File: src/rtl/irq_coalesce_pkg.sv
package irq_coalesce_pkg;

    localparam int WORD_W   = 32;
    localparam int FIELD_W  = 8;
    localparam int RUN_BIT  = 0;
    localparam int SRST_BIT = 2;
    localparam int EVT_LSB  = 12;
    localparam int N_EVT    = 3;
    localparam int THR_LSB  = 16;
    localparam int DLY_LSB  = 24;

    typedef enum logic [1:0] {
        EV_CMP = 2'd0,
        EV_TMO = 2'd1,
        EV_ERR = 2'd2
    } evt_idx_e;

    typedef struct packed {
        logic [FIELD_W-1:0] dly;
        logic [FIELD_W-1:0] thr;
        logic [N_EVT-1:0]   en;
        logic               srst;
        logic               run;
    } ctrl_t;

    function automatic ctrl_t ctrl_unpack(logic [WORD_W-1:0] w);
        ctrl_t c;
        c.dly  = w[DLY_LSB +: FIELD_W];
        c.thr  = w[THR_LSB +: FIELD_W];
        c.en   = w[EVT_LSB +: N_EVT];
        c.srst = w[SRST_BIT];
        c.run  = w[RUN_BIT];
        return c;
    endfunction

    function automatic logic [WORD_W-1:0] ctrl_mask();
        logic [WORD_W-1:0] m;
        m = '0;
        m[RUN_BIT]  = 1'b1;
        m[SRST_BIT] = 1'b1;
        m[EVT_LSB +: N_EVT]  = '1;
        m[THR_LSB +: FIELD_W] = '1;
        m[DLY_LSB +: FIELD_W] = '1;
        return m;
    endfunction

endpackage

File: src/rtl/irq_coal_regs.sv
module irq_coal_regs
    import irq_coalesce_pkg::*;
#(
    parameter logic [FIELD_W-1:0] THR_RST = 8'd24,
    parameter logic [FIELD_W-1:0] DLY_RST = 8'd254
) (
    input  logic              clk,
    input  logic              rst,
    input  logic              wr_en,
    input  logic [WORD_W-1:0] wdata,
    output logic [WORD_W-1:0] ctrl_q
);
    localparam logic [WORD_W-1:0] RST_WORD =
        (WORD_W'(DLY_RST) << DLY_LSB) | (WORD_W'(THR_RST) << THR_LSB);

    always_ff @(posedge clk) begin
        if (rst) begin
            ctrl_q <= RST_WORD;
        end else if (ctrl_q[SRST_BIT]) begin
            ctrl_q[SRST_BIT] <= 1'b0;
            ctrl_q[RUN_BIT]  <= 1'b0;
        end else if (wr_en) begin
            ctrl_q <= wdata & ctrl_mask();
        end
    end
endmodule

File: src/rtl/irq_coal_engine.sv
module irq_coal_engine
    import irq_coalesce_pkg::*;
#(
    parameter int CNT_W = FIELD_W
) (
    input  logic             clk,
    input  logic             rst,
    input  logic             clr,
    input  logic             run,
    input  logic [CNT_W-1:0] thr,
    input  logic [CNT_W-1:0] dly,
    input  logic             done,
    input  logic             tick,
    output logic             hit_cmp,
    output logic             hit_tmo
);
    logic [CNT_W-1:0] cnt, tmr;
    logic             armed;
    logic [CNT_W-1:0] thr_eff;
    logic [CNT_W:0]   cnt_sum, tmr_sum;
    logic             done_v, tick_v;

    always_comb begin
        thr_eff = (thr == '0) ? CNT_W'(1) : thr;
        done_v  = run & done;
        tick_v  = run & tick & armed;
        cnt_sum = {1'b0, cnt} + (CNT_W+1)'(done_v);
        tmr_sum = {1'b0, tmr} + (CNT_W+1)'(1);
        hit_cmp = done_v && (cnt_sum >= {1'b0, thr_eff});
        hit_tmo = !hit_cmp && tick_v && (dly != '0) && (tmr_sum >= {1'b0, dly});
    end

    always_ff @(posedge clk) begin
        if (rst || clr || hit_cmp) begin
            cnt   <= '0;
            tmr   <= '0;
            armed <= 1'b0;
        end else if (hit_tmo) begin
            cnt   <= CNT_W'(done_v);
            tmr   <= '0;
            armed <= done_v;
        end else begin
            cnt   <= cnt_sum[CNT_W-1:0];
            armed <= armed | done_v;
            if (tick_v) tmr <= tmr_sum[CNT_W-1:0];
        end
    end
endmodule

File: src/rtl/irq_coal_status.sv
module irq_coal_status
    import irq_coalesce_pkg::*;
(
    input  logic             clk,
    input  logic             rst,
    input  logic             clr,
    input  logic [N_EVT-1:0] set_vec,
    input  logic             w1c_we,
    input  logic [N_EVT-1:0] w1c_bits,
    input  logic [N_EVT-1:0] en,
    output logic [N_EVT-1:0] stat_q,
    output logic             irq
);
    logic [N_EVT-1:0] clr_vec;

    always_comb begin
        clr_vec = w1c_we ? w1c_bits : '0;
        irq     = |(stat_q & en);
    end

    always_ff @(posedge clk) begin
        if (rst || clr) stat_q <= '0;
        else            stat_q <= (stat_q & ~clr_vec) | set_vec;
    end
endmodule

File: src/rtl/irq_coalesce.sv
module irq_coalesce
    import irq_coalesce_pkg::*;
#(
    parameter logic [FIELD_W-1:0] THR_RST = 8'd24,
    parameter logic [FIELD_W-1:0] DLY_RST = 8'd254
) (
    input  logic              clk,
    input  logic              rst,
    input  logic              ctrl_we,
    input  logic              stat_we,
    input  logic [WORD_W-1:0] wdata,
    input  logic              done_pulse,
    input  logic              err_pulse,
    input  logic              tick,
    output logic [WORD_W-1:0] ctrl_rdata,
    output logic [WORD_W-1:0] stat_rdata,
    output logic              irq
);
    logic [WORD_W-1:0] ctrl_q;
    ctrl_t             cfg;
    logic              hit_cmp, hit_tmo;
    logic [N_EVT-1:0]  set_vec, stat_q;

    irq_coal_regs #(.THR_RST(THR_RST), .DLY_RST(DLY_RST)) u_regs (
        .clk(clk), .rst(rst), .wr_en(ctrl_we), .wdata(wdata), .ctrl_q(ctrl_q)
    );

    assign cfg = ctrl_unpack(ctrl_q);

    irq_coal_engine #(.CNT_W(FIELD_W)) u_engine (
        .clk(clk), .rst(rst), .clr(cfg.srst), .run(cfg.run),
        .thr(cfg.thr), .dly(cfg.dly), .done(done_pulse), .tick(tick),
        .hit_cmp(hit_cmp), .hit_tmo(hit_tmo)
    );

    always_comb begin
        set_vec         = '0;
        set_vec[EV_CMP] = hit_cmp;
        set_vec[EV_TMO] = hit_tmo;
        set_vec[EV_ERR] = err_pulse;
    end

    irq_coal_status u_status (
        .clk(clk), .rst(rst), .clr(cfg.srst), .set_vec(set_vec),
        .w1c_we(stat_we), .w1c_bits(wdata[EVT_LSB +: N_EVT]), .en(cfg.en),
        .stat_q(stat_q), .irq(irq)
    );

    always_comb begin
        stat_rdata = '0;
        stat_rdata[EVT_LSB +: N_EVT] = stat_q;
    end
    assign ctrl_rdata = ctrl_q;
endmodule

File: config.mk
export PLATFORM = sky130hd
export DESIGN_NAME = irq_coalesce
export DESIGN_NICKNAME = d
export VERILOG_FILES = /design/src/rtl/irq_coalesce_pkg.sv /design/src/rtl/irq_coal_regs.sv /design/src/rtl/irq_coal_engine.sv /design/src/rtl/irq_coal_status.sv /design/src/rtl/irq_coalesce.sv
export SDC_FILE = /design/constraint.sdc
export NUM_CORES = 1
export LEC_CHECK = 0
export ABC_CLOCK_PERIOD_IN_PS = 3300
export BUFFER_PORTS_ARGS = -buffer_cell sky130_fd_sc_hd__buf_2
export CELL_PAD_IN_SITES_DETAIL_PLACEMENT = 1
export CELL_PAD_IN_SITES_GLOBAL_PLACEMENT = 2
export CORE_MARGIN = 5
export CORE_UTILIZATION = 27
export DETAILED_ROUTE_END_ITERATION = 6
export HOLD_SLACK_MARGIN = 0.02
export PLACE_DENSITY_LB_ADDON = 0.3
export SLEW_MARGIN = 20
export SYNTH_ARGS = -nofsm -noshare
export SYNTH_HDL_FRONTEND = slang
export SYNTH_SLANG_ARGS = --single-unit
File: constraint.sdc
create_clock -name clk -period 3.3 [get_ports clk]
set_clock_uncertainty 0.05 [all_clocks]
set_input_delay 0.495 -clock clk [delete_from_list [all_inputs] [get_ports clk]]
set_output_delay 0.495 -clock clk [all_outputs]
set_load 0.02 [all_outputs]
==> results.txt <==
EDFF count, synth -> 0
ANT nets after route -> 0
initial cell density of the core -> 27.88%
initial antenna violation count -> 0
routed vias -> 2076
first-pass GRT wire length -> 10.72 mm
final hold slack -> 0.3417 ns
post-detailed-route DRC marker count -> 0
vias in the first global route -> 2173
Netlist cell types -> 44
critical path class -> flop to flop
worst-margin pin slew -> 0.5878 ns
# rows -> 35
Final min period -> 2.959 ns
FF+latch count, synth -> 41
CTS Sinks -> 41
io pins -> 104
worst setup margin -> 0.3415 ns
FFs w/ async S/R, synth -> 0%
grt total ovfl -> 0
GRT Resource Usage Total -> 11.40%
1st-iter DRT viols -> 38
status -> complete, no violations
clk slew on worst S/H paths -> 0.09 ns
CTS Buf Count -> 5
max frequency -> 0.3380 GHz
Ys Warns -> 0
# setup viols final -> 0
Worst EP required -> 3.44 ns
area of the multi-input gates -> 1485 um2
area growth from synthesis to layout -> 17.01%
Hold Crit Class -> primary input to flop
critical-path maximum fanout -> 4
RD Place Congestion -> 0.7277
FILL cells -> 1138
Die ar. -> 11650 um2
Final Hold Viols -> 0
routed wire length -> 6.552 mm
Post-CTS Setup Bufs -> 0
ys flop type -> dfxtp_1
Power Dens Cells -> 389.8 nW/um2
max cap viols -> 0
slew margin rel. -> 60.63%
most frequent cells in the layout -> buf_2 (52), dfxtp_1 (41), conb_1 (40)
die height -> 107.9 um
Core ar. -> 9284 um2
Seq. cell area -> 820.8 um2
n_diodes -> 0
CTS H-tree depth -> 2
post-DR wirelength/cell -> 13.43 um
Post-Syn Area -> 2589 um2
Cells after Synth -> 299
Startpoint Class -> flop
most common cell after layout, fill and taps aside -> buf_2
post-synthesis sequential area ratio -> 31.71%
Buffers on Ports -> 52
hold buffers post-CTS -> 0
drt first pass iters -> 4
CTS root buf -> clkbuf_8
worst vdd ir -> 0.1670 mV
syn avg cell area -> 8.658 um2
LEAKAGE -> 1.506 nW
share of layout cells above drive strength 1 -> 25.91%
post-DP HPWL -> 5.342 mm
largest net degree at the start of global routing -> 22
Final period util -> 89.65%
die width -> 107.9 um
CTS Buffer Depth -> 2
Final nets -> 416
TritonCTS clock tree -> built
crit path capture type -> flop
Worst Setup Slack post-DPL -> -0.02704 ns
Worst-Skew Late Latency -> 0.30 ns
arrival time at the worst endpoint -> 3.10 ns
RSZ-0062 raised after global routing -> no
Slew Viols, Final -> 0
Via-to-Cell Ratio -> 4.254
## synthesized netlist by cell type, types with 4 or more instances
cell / instances / share of area, %
a211o_1: 9 / 3.0
a21oi_1: 18 / 3.5
buf_1: 4 / 0.58
buf_4: 42 / 12
dfxtp_1: 41 / 32
ha_1: 19 / 9.2
inv_1: 19 / 2.8
nand2_1: 35 / 5.1
nand3_1: 6 / 1.2
nor2_1: 21 / 3.0
nor2b_1: 5 / 1.2
nor3_2: 8 / 3.1
nor3b_1: 6 / 1.7
xnor2_1: 12 / 4.1
xor2_1: 7 / 2.4
## cells by family after synthesis
logic type,after synthesis,share of synthesized area [%]
other,1,0.1449
AND/OR/NAND/NOR,104,22.43
AO/OA/AOI/OAI,43,12.47
adder cells (fa/ha/maj),19,9.183
multiplexers,2,0.7734
XOR/XNOR,19,6.428
flip-flops,41,31.71
buffers and inverters,70,16.87
## per-layer routing
metal	share of wire [%]	GRT usage, %	vias to the layer above
li1	-	-	1046
met1	49	15.46	964
met2	45	18.61	61
met3	4.9	1.920	5
met4	1.2	3.246	0
met5	0	0	-
## worst paths after layout
path / startpoint / to / slack (ns) / cells past startpoint
worst max-delay path: u_engine.tmr[0]$_SDFFE_PP0P_ / u_status.stat_q[1]$_SDFF_PP0_ / 0.34 / 10
worst min register to register: u_regs.ctrl_q[12]$_SDFFE_PP0P_ / u_regs.ctrl_q[12]$_SDFFE_PP0P_ / 0.44 / 2
worst min-delay path: err_pulse / u_status.stat_q[2]$_SDFF_PP0_ / 0.34 / 3
worst max register to register: u_engine.tmr[0]$_SDFFE_PP0P_ / u_status.stat_q[1]$_SDFF_PP0_ / 0.34 / 10
## metrics by stage
step / utilization, % / setup TNS [ns] / power [mW] / area (um2) / std cells
after CTS: 32.57 / 0 / 1.202 / 3024 / 488
final: 32.63 / 0 / 1.181 / 3029 / 488
after floorplan: - / 0 / 0.7286 / 2735 / 338
after detailed placement: 31.33 / -0.1433 / 0.7696 / 2909 / 480
after global routing: 32.63 / 0 / 1.243 / 3029 / 488
after global placement: 31.33 / 0 / 0.7639 / 2909 / 480
## worst max-delay path: stages (launching register included)
cell	delay, ns
dfxtp_1	0.43
ha_1	0.26
nand3_2	0.16
or2_2	0.35
xnor2_1	0.17
ha_1	0.27
and3_1	0.21
nor2b_1	0.17
or4_1	0.46
o21ai_0	0.22
a221oi_1	0.11
## repair_timing
| item | CTS | global route |
|---|---|---|
| endpoints found under the hold margin | 0 | 0 |
| endpoints found under the setup margin | 0 | 5 |
| gates resized for setup | 0 | 1 |
## registers in the layout, summed over array words and instances (netlist names)
register	count
u_engine.tmr	8
u_status.stat_q	3
u_engine.armed	1
u_regs.ctrl_q	21
u_engine.cnt	8
## power by group
| group | total [mW] | internal (mW) | switching, mW |
|---|---|---|---|
| Clock | 0.424 | 0.227 | 0.197 |
| Combinational | 0.222 | 0.0748 | 0.147 |
| Sequential | 0.535 | 0.518 | 0.0170 |
| Total | 1.18 | 0.819 | 0.361 |
## layout make-up
cell class,instances,share of cell area [%]
Clock inverter,3,1.528
Inverter,19,2.354
Sequential cell,41,27.10
Timing Repair Buffer,64,12.39
Clock buffer,5,2.272
Tap cell,129,5.328
Multi-Input combinational cell,227,49.03
(Power assumes the default switching activity.)
